===== src/rtl/irq_vec_pkg.sv =====
package irq_vec_pkg;

    // Outcome of one acknowledge decision
    typedef enum logic [1:0] {
        VK_NONE  = 2'd0,
        VK_RESET = 2'd1,
        VK_IRQ   = 2'd2
    } vec_kind_e;

endpackage


===== src/rtl/irq_prio_pick.sv =====
module irq_prio_pick #(
    parameter int NUM_IRQ = 25,
    parameter int IDX_W   = $clog2(NUM_IRQ + 1)
) (
    input  logic [NUM_IRQ-1:0] req,
    output logic               found,
    output logic [IDX_W-1:0]   idx,
    output logic [NUM_IRQ-1:0] onehot
);

    // Lowest set bit wins; its table offset is bit number + 1
    always_comb begin
        found = 1'b0;
        idx   = '0;
        for (int i = NUM_IRQ - 1; i >= 0; i--) begin
            if (req[i]) begin
                found = 1'b1;
                idx   = IDX_W'(i + 1);
            end
        end
    end

    // Isolate the lowest set bit
    assign onehot = req & (~req + NUM_IRQ'(1));

endmodule


===== src/rtl/vec_addr_map.sv =====
module vec_addr_map
    import irq_vec_pkg::*;
#(
    parameter int ADDR_W = 12,
    parameter int IDX_W  = 5
) (
    input  vec_kind_e          kind,
    input  logic               boot_rst_n,
    input  logic               vec_sel,
    input  logic [ADDR_W-1:0]  boot_base,
    input  logic [IDX_W-1:0]   idx,
    output logic [ADDR_W-1:0]  addr
);

    logic [ADDR_W-1:0] base;

    always_comb begin
        unique case (kind)
            VK_RESET: base = boot_rst_n ? '0 : boot_base;
            VK_IRQ:   base = vec_sel ? boot_base : '0;
            default:  base = '0;
        endcase
        addr = base + ADDR_W'(idx);
    end

endmodule


===== src/rtl/irq_vector_gen.sv =====
module irq_vector_gen
    import irq_vec_pkg::*;
#(
    parameter int NUM_IRQ = 25,
    parameter int ADDR_W  = 12,
    localparam int IDX_W  = $clog2(NUM_IRQ + 1)
) (
    input  logic               clk,
    input  logic               rst_n,
    input  logic               ack,
    input  logic               reset_evt,
    input  logic               gie,
    input  logic [NUM_IRQ-1:0] irq_req,
    input  logic               boot_rst_n,
    input  logic               vec_sel,
    input  logic [ADDR_W-1:0]  boot_base,
    output logic               vec_valid,
    output logic [ADDR_W-1:0]  vec_addr,
    output logic [IDX_W-1:0]   vec_index,
    output logic [NUM_IRQ-1:0] irq_clr
);

    typedef struct packed {
        logic               valid;
        logic [ADDR_W-1:0]  addr;
        logic [IDX_W-1:0]   idx;
        logic [NUM_IRQ-1:0] clr;
    } vec_state_t;

    vec_state_t         st_d, st_q;
    logic [NUM_IRQ-1:0] masked_req;
    logic               pick_found;
    logic [IDX_W-1:0]   pick_idx;
    logic [NUM_IRQ-1:0] pick_onehot;
    vec_kind_e          kind;
    logic [IDX_W-1:0]   map_idx;
    logic [ADDR_W-1:0]  map_addr;

    assign masked_req = gie ? irq_req : '0;

    irq_prio_pick #(
        .NUM_IRQ (NUM_IRQ),
        .IDX_W   (IDX_W)
    ) u_pick (
        .req    (masked_req),
        .found  (pick_found),
        .idx    (pick_idx),
        .onehot (pick_onehot)
    );

    vec_addr_map #(
        .ADDR_W (ADDR_W),
        .IDX_W  (IDX_W)
    ) u_map (
        .kind       (kind),
        .boot_rst_n (boot_rst_n),
        .vec_sel    (vec_sel),
        .boot_base  (boot_base),
        .idx        (map_idx),
        .addr       (map_addr)
    );

    always_comb begin
        if (!ack)            kind = VK_NONE;
        else if (reset_evt)  kind = VK_RESET;
        else if (pick_found) kind = VK_IRQ;
        else                 kind = VK_NONE;

        map_idx = (kind == VK_IRQ) ? pick_idx : '0;

        st_d       = st_q;
        st_d.valid = (kind != VK_NONE);
        st_d.clr   = (kind == VK_IRQ) ? pick_onehot : '0;
        if (kind != VK_NONE) begin
            st_d.addr = map_addr;
            st_d.idx  = map_idx;
        end
    end

    always_ff @(posedge clk or negedge rst_n) begin
        if (!rst_n) st_q <= '0;
        else        st_q <= st_d;
    end

    assign vec_valid = st_q.valid;
    assign vec_addr  = st_q.addr;
    assign vec_index = st_q.idx;
    assign irq_clr   = st_q.clr;

endmodule


===== config.mk =====
export PLATFORM = sky130hd
export DESIGN_NAME = irq_vector_gen
export DESIGN_NICKNAME = d
export VERILOG_FILES = /design/src/rtl/irq_vec_pkg.sv /design/src/rtl/irq_prio_pick.sv /design/src/rtl/vec_addr_map.sv /design/src/rtl/irq_vector_gen.sv
export SDC_FILE = /design/constraint.sdc
export NUM_CORES = 1
export LEC_CHECK = 0
export BUFFER_PORTS_ARGS = -buffer_cell sky130_fd_sc_hd__buf_2
export CAP_MARGIN = 20
export CORE_MARGIN = 3
export CORE_UTILIZATION = 50
export CTS_BUF_LIST = sky130_fd_sc_hd__clkbuf_4
export DETAILED_ROUTE_END_ITERATION = 12
export PLACE_DENSITY = 0.81
export SYNTH_ARGS = -nofsm -noshare
export SYNTH_HDL_FRONTEND = slang
export SYNTH_SLANG_ARGS = --single-unit

===== constraint.sdc =====
create_clock -name clk -period 0.9 [get_ports clk]
set_input_delay 0.18 -clock clk [delete_from_list [all_inputs] [get_ports clk]]
set_output_delay 0.18 -clock clk [all_outputs]
set_load 0.05 [all_outputs]

==> out/qor.yml, run 1 <==
placed_design:
  routabilityCongestion: 0.831
  hpwl_mm: 5.02
  portBuffers: 86
global_routing:
  grt_max_degree: 44
clock_network:
  htree_levels: 2
  cts_num_sinks: 43
  clk_path_buf_depth: 2
  cts_buffers: 5
  clock-root-buffer: "clkbuf_4"
floorplanning:
  rows: 24
  die_width_um: 74.0
  boundaryPins: 87
  start_util_pct: 52.4
  die-height_um: 74.0
outcome:
  lastStage: "5_1_grt"
  error: "[ERROR DPL-0038] Utilization greater than 100%, impossible to legalize"
  status: "stopped before the end"
logic_synthesis:
  synthCells: 226
  avgSynthCellArea_um2: 10.2
  synth_seq_cells: 43
  yosysWarnings: 0
  ys_async_sr_fraction_pct: 100
  synth_fp_nets: 276
  ys_seq_area_share_pct: 46.5
  synth_flop_cell: "dfrtp_1"
  ys_types: 51
  syn_area_um2: 2310
  synth_edf_count: 0
timing:
  crit_endpoint: "vec_addr[10]$_DFFE_PN0P_/D"
  worst-ep-kind: "register data pin"
-- logic make-up after synthesis --
kind of cell             synth area share (%)
multiplexers                            0.487
buffers and inverters                    2.22
AO/OA/AOI/OAI                            20.7
AND/OR/NAND/NOR                          23.1
XOR/XNOR                                 3.41
adder cells (fa/ha/maj)                  3.57
flip-flops                               46.5
-- synth_stat cells, types with 3 or more instances --
cell type | count | area (µm²)
a211oi_1 | 5 | 37.5
a21o_1 | 4 | 30.0
a21oi_1 | 4 | 20.0
a22o_1 | 3 | 26.3
and2_1 | 8 | 50.1
and3_1 | 7 | 43.8
dfrtp_1 | 43 | 1080
ha_1 | 5 | 62.6
inv_1 | 6 | 22.5
nand2_1 | 22 | 82.6
nand2b_1 | 7 | 43.8
nand3_1 | 5 | 25.0
nor2_1 | 21 | 78.8
nor2b_1 | 3 | 18.8
nor3b_1 | 3 | 22.5
nor4_1 | 4 | 25.0
nor4b_1 | 3 | 26.3
o21a_1 | 3 | 22.5
o21ai_0 | 13 | 65.1
o21ai_1 | 4 | 20.0
o31ai_1 | 7 | 52.6
o41ai_2 | 4 | 65.1
xnor2_1 | 4 | 35.0
xor2_1 | 5 | 43.8
-- what timing repair did --
| action | CTS |
|---|---|
| setup endpoints to repair | 86 |
| gates resized for setup | 145 |
| hold buffers | 1 |
| pin swaps | 25 |
| setup buffers | 17 |
| endpoints found under the hold margin | 43 |
-- stage by stage --
stage	area, µm²	utilization (%)	setup WS, ns	std cells	TNS, ns
CTS	4180	94.8	-1.45	452	-37.35
detailed placement	3430	77.8	-2.00	428	-48.93
global placement	3430	77.8	-1.90	428	-47.25
floorplan	2450	-	-1.80	226	-35.98
==> run 2: changes to the inputs <==
--- a/config.mk
+++ b/config.mk
@@ -8,10 +8,9 @@
 export BUFFER_PORTS_ARGS = -buffer_cell sky130_fd_sc_hd__buf_2
 export CAP_MARGIN = 20
 export CORE_MARGIN = 3
-export CORE_UTILIZATION = 50
-export CTS_BUF_LIST = sky130_fd_sc_hd__clkbuf_4
+export CORE_UTILIZATION = 35
 export DETAILED_ROUTE_END_ITERATION = 12
-export PLACE_DENSITY = 0.81
+export PLACE_DENSITY_LB_ADDON = 0.15
 export SYNTH_ARGS = -nofsm -noshare
 export SYNTH_HDL_FRONTEND = slang
 export SYNTH_SLANG_ARGS = --single-unit
==> run 2 against run 1 <==
The flow now finishes, with violations (setup timing); synthesized area is the same; synthesized cell count unchanged.
==> out/qor.yml, run 2 <==
logic_synthesis:
  yosysMostFrequentCell: "dfrtp_1"
  netlist_top_cells_count: "dfrtp_1, nand2_1, nor2_1"
  synth.top_cell.area_share_pct: 46.5
  synth_edf_count: 0
  synth_area_leaders: "dfrtp_1, nand2_1, nor2_1"
  ys_async_sr_fraction_pct: 100
  synth_flop_cell: "dfrtp_1"
  synth.largest_area_cell: "dfrtp_1"
  yosysWarnings: 0
  synth_seq_cells: 43
  ys_seq_area_share_pct: 46.5
  synth_fp_nets: 276
  synthCells: 226
  ys_types: 51
  syn_area_um2: 2310
  avgSynthCellArea_um2: 10.2
timing:
  tns_ns: -38.95
  fin_crit_ns: 2.50
  slew_headroom_pct: 66.3
  post-route-period-util_pct: 278
  maxSlewViolCount: 0
  worstMarginPinSlew_ns: 0.500
  rsz0062_at_grt: "true"
  fmax_mhz: 400
  holdWs_ns: 0.151
  fin_skew_ns: 0
  report.final.hold_viol_count: 0
  setup_violations: 86
  setup_slack_ns: -1.60
drt:
  wl_mm: 7.55
  antenna_left: 0
  routed_via_density: 5.07
  route.detailed.drc: 0
  drt_pass1_iterations: 4
  wl_per_cell_um: 15.6
  drt_iter0_drc: 92
  num_vias: 2458
final_layout:
  antenna_cells: 0
  fin_nets: 459
  syn_to_final_growth_pct: 91.6
  final_cell_mix: "buf_4, buf_6, dfrtp_1"
  drive_gt1_share_pct: 61.2
  largest_reg_flops: 25
  final_cells: 485
  layout_commonest_cell: "buf_4"
  fin_area_um2: 4430
critical_path:
  critPathKind: "primary input to flip-flop"
  crit_chain: "buf_6, o41ai_4, nand4_2, buf_4, o21a_1, buf_6, and3_1, ha_4, a211oi_4, o21ai_4, nand4b_1, xnor2_1, a22o_1"
  cp-start-kind: "primary input"
  critical_path_arrival_ns: 2.69
  crit_fanout: 6
  cpMostUsedCell: "buf_6"
  worstSetupEndpointType: "flip-flop"
  crit_slowest_cell: "o41ai_4"
  slowest_delay_ns: 0.40
  crit_required_ns: 1.09
floorplanning:
  rows: 28
  die-height_um: 87.3
  boundaryPins: 87
  die_width_um: 87.3
  coreArea_um2: 6170
  start_util_pct: 37.5
  dieArea_um2: 7620
power:
  switchingPower_uw: 1590
  p_leak_uw: 0.00212
  swShare_pct: 31.4
  p_int_uw: 3470
  totalPowerFinal_uw: 5060
  p_seq_share_pct: 40.9
  combPwrFrac_pct: 32.2
  power_density_nw_per_um2: 1140
  max-vdd-ir-drop_v: 0.000775
  pwr-share-clk_pct: 26.9
placed_design:
  dpl_cell_area_um2: 3480
  routabilityCongestion: 0.856
  hpwl_mm: 5.15
  dpl.cell_count: 453
  portBuffers: 86
global_routing:
  grt_max_degree: 44
  grt_pass1_vias: 2510
  grt_pass1_wl_mm: 12.0
  grt_overflow: 0
  grtUsageTotal_pct: 20.0
  grt_antenna_before_repair: 0
clock_network:
  cts_buffers: 5
  clk_path_buf_depth: 2
  cts_num_sinks: 43
  htree_levels: 2
  clk_latency_ns: 0.29
  clk_pin_slew_ns: 0.08
  cts_tree: "done"
  clock-root-buffer: "clkbuf_8"
min_path:
  min_path_type: "primary input to flip-flop"
outcome:
  status: "finished, violations left"
  violations: "setup timing"
run:
  maxCapViolCount: 0
run 2: cell counts after synthesis:
Identical to the previous run, type by type.
run 2: power by group through the flow:
stage	Combinational, µW	Sequential [µW]	Clock (µW)
2_1_floorplan	341	2380	0
3_3_place_gp	1250	2090	0
3_5_place_dp	1260	2090	0
4_1_cts	1510	2070	1420
5_1_grt	1740	2080	1520
6_report	1630	2070	1360
run 2: metrics by stage:
| step | worst slack (ns) | utilization, % |
|---|---|---|
| finish | -1.60 | 71.9 |
| detailed placement | -2.03 | 56.4 |
| global route | -1.72 | 71.9 |
| CTS | -1.53 | 68.3 |
| global placement | -1.95 | 56.4 |
| floorplan | -1.80 | - |
run 2: kinds of logic after synthesis:
family | after synthesis | share of synthesized area, %
AND/OR/NAND/NOR | 97 | 23.1
AO/OA/AOI/OAI | 59 | 20.7
flip-flops | 43 | 46.5
buffers and inverters | 11 | 2.22
XOR/XNOR | 9 | 3.41
adder cells (fa/ha/maj) | 6 | 3.57
multiplexers | 1 | 0.487
run 2: cell type report:
type,count,area [µm²]
Fill cell,444,1730
Multi-Input combinational cell,172,1580
Timing Repair Buffer,180,1560
Sequential cell,43,1080
Clock buffer,8,100
Tap cell,75,93.8
Inverter,7,26.3
run 2: worst max-delay path: cells and delay by family:
kind	cells	cell delay, ns
adder cells (fa/ha/maj)	1	0.29
AND/OR/NAND/NOR	3	0.57
XOR/XNOR	1	0.15
buffers and inverters	3	0.43
AO/OA/AOI/OAI	5	1.09
run 2: final timing paths:
path	endpoint	slack, ns	startpoint	cells after the start
worst max-delay path	vec_addr[7]	-1.60	irq_req[7]	13
worst min-delay path	irq_clr[24]	0.15	irq_req[22]	3
worst max register to register	vec_addr[5]	0	vec_addr[5]	4
worst min register to register	vec_addr[6]	0.51	vec_addr[6]	2
max in group asynchronous	vec_index[2]	0.31	rst_n	3
min in group asynchronous	irq_clr[9]	0.38	rst_n	3
run 2: repair_timing:
action / in CTS / in global routing
setup endpoints to repair: 86 / 86
pin swaps: 14 / 17
endpoints found under the hold margin: 43 / 0
cloned: 0 / 1
hold buffers: 1 / 0
resized for setup: 149 / 26
setup buffers: 11 / 14
run 2: metal layers:
| metal | vias up | global-route usage [%] | wire length, µm |
|---|---|---|---|
| li1 | 1207 | - | - |
| met1 | 1159 | 26.8 | 3230 |
| met2 | 80 | 32.3 | 3790 |
| met3 | 12 | 4.54 | 397 |
| met4 | 0 | 6.00 | 129 |
| met5 | - | 0 | 0 |
Power figures use the tool's default switching activity.
==> run 3: changes to the inputs <==
--- a/config.mk
+++ b/config.mk
@@ -7,7 +7,6 @@
 export LEC_CHECK = 0
 export BUFFER_PORTS_ARGS = -buffer_cell sky130_fd_sc_hd__buf_2
 export CAP_MARGIN = 20
-export CORE_MARGIN = 3
 export CORE_UTILIZATION = 35
 export DETAILED_ROUTE_END_ITERATION = 12
 export PLACE_DENSITY_LB_ADDON = 0.15
==> run 3 against run 2 <==
The flow still finishes with violations (setup timing); first-iteration DRC count down 5.4%; sequential share of layout area shrank 0.36 points; highest routed layer unchanged; die area is 9.0% lower; routed wire length up 7.0%; clock power increased by 18%; utilization decreased by 1.0 points.
==> out/qor.yml, run 3 (synthesis results as in run 2) <==
outcome:
  status: "finished, violations left"
  violations: "setup timing"
placed_design:
  hpwl_mm: 4.98
  portBuffers: 86
  routabilityCongestion: 0.830
final_layout:
  final_core_util_pct: 70.9
  layout_commonest_cell: "buf_4"
  syn_to_final_growth_pct: 94.5
  final_cell_mix: "buf_4, buf_6, dfrtp_1"
  fin_nets: 460
  largest_reg_flops: 25
  drive_gt1_share_pct: 61.8
  antenna_cells: 0
global_routing:
  grt_pass1_vias: 2568
  grt_pass1_wl_mm: 12.5
  grtUsageTotal_pct: 22.7
  grt_antenna_before_repair: 0
  grt_max_degree: 44
  grt_overflow: 0
drt:
  routed_via_density: 5.24
  drt_pass1_iterations: 4
  wl_mm: 8.07
  wl_per_cell_um: 16.5
  num_vias: 2559
  route.detailed.drc: 0
  drt_iter0_drc: 87
  antenna_left: 0
floorplanning:
  rows: 29
  coreArea_um2: 6350
  die_width_um: 83.3
  dieArea_um2: 6940
  boundaryPins: 87
  start_util_pct: 36.4
  die-height_um: 83.3
power:
  power_density_nw_per_um2: 1190
  pwr-share-clk_pct: 29.9
  max-vdd-ir-drop_v: 0.000798
  totalPowerFinal_uw: 5370
  p_leak_uw: 0.00212
  p_seq_share_pct: 38.5
  swShare_pct: 31.0
  combPwrFrac_pct: 31.6
  p_int_uw: 3710
  switchingPower_uw: 1660
clock_network:
  cts_buffers: 5
  htree_levels: 2
  clk_pin_slew_ns: 0.09
  clk_latency_ns: 0.30
  clk_path_buf_depth: 2
  cts_num_sinks: 43
  cts_tree: "done"
  clock-root-buffer: "clkbuf_8"
critical_path:
  critPathKind: "primary input to flip-flop"
  critical_path_arrival_ns: 2.67
  crit_required_ns: 1.11
  worstSetupEndpointType: "flip-flop"
  cp-start-kind: "primary input"
  crit_fanout: 7
timing:
  maxSlewViolCount: 0
  worstMarginPinSlew_ns: 0.466
  fin_skew_ns: 0
  fmax_mhz: 406
  rsz0062_at_grt: "true"
  fin_crit_ns: 2.46
  setup_violations: 86
  report.final.hold_viol_count: 0
  slew_headroom_pct: 68.6
  holdWs_ns: 0.149
  tns_ns: -40.84
  post-route-period-util_pct: 273
  setup_slack_ns: -1.56
run:
  maxCapViolCount: 0
min_path:
  min_path_type: "primary input to flip-flop"
run 3: cell count changes in the layout (fill, tap and decap cells not counted), moves of 2 or more:
cell / delta
and3_4: +3
buf_4: +3
buf_2: -2
buf_16: +2
o21ai_0: -4
o21ai_1: +5
and3_1: -3
nor4b_1: -2
run 3: what timing repair did:
action / CTS / global route
pin swaps: 28 / 21
setup endpoints to repair: 86 / 86
hold buffers: 1 / 0
hold endpoints to repair: 43 / 0
gates cloned: 2 / 0
gates resized for setup: 152 / 33
buffers inserted: 14 / 14
run 3: path summary, 6_finish.rpt:
kind                               from           end  slack (ns)  depth (start not counted)
max                          irq_req[3]  vec_addr[10]       -1.56                         14
min                         irq_req[21]   irq_clr[22]        0.15                          2
max reg2reg                 vec_addr[0]   vec_addr[0]        0.01                          2
min reg2reg                vec_index[4]  vec_index[4]        0.52                          1
max in group asynchronous         rst_n   vec_addr[6]        0.31                          3
min in group asynchronous         rst_n    irq_clr[8]        0.38                          3
run 3: per-layer routing:
layer	share of wire (%)	wire, µm	track usage [%]	vias to the layer above
li1	-	-	-	1206
met1	43	3450	28.5	1243
met2	50	4060	38.5	82
met3	4.1	327	4.27	28
met4	3.0	243	9.09	0
met5	0	0	0	-
run 3: power by group through the flow:
| stage | combinational [µW] | sequential, µW | clock, µW |
|---|---|---|---|
| after floorplan | 341 | 2380 | 0 |
| after global placement | 1250 | 2090 | 0 |
| after detailed placement | 1260 | 2090 | 0 |
| after CTS | 1560 | 2070 | 1640 |
| after global routing | 1790 | 2080 | 1720 |
| final | 1700 | 2070 | 1600 |
run 3: layout make-up:
type | count | area, µm²
clock buffer | 6 | 82.6
clock inverter | 2 | 35.0
fill | 450 | 1850
inverter | 7 | 26.3
multi-input combinational | 172 | 1590
sequential | 43 | 1080
tap | 77 | 96.3
timing repair buffer | 181 | 1600
run 3: stage by stage:
stage               instance area [µm²]  cells  setup slack [ns]
finish                             4500    488             -1.56
global route                       4500    488             -1.65
CTS                                4280    476             -1.52
detailed placement                 3470    454             -2.06
global placement                   3470    454             -1.95
floorplan                          2450    226             -1.80
run 3: critical path, cell delays in order:
cell and delay (ns):
buf_2 0.13, o41ai_4 0.38, nand4_2 0.23, o31ai_4 0.35
nor2_4 0.09, and2_4 0.19, ha_4 0.15, inv_2 0.05
fa_2 0.19, nand2b_4 0.14, a21oi_4 0.07, o211ai_1 0.21
xor2_1 0.09, o31ai_1 0.21
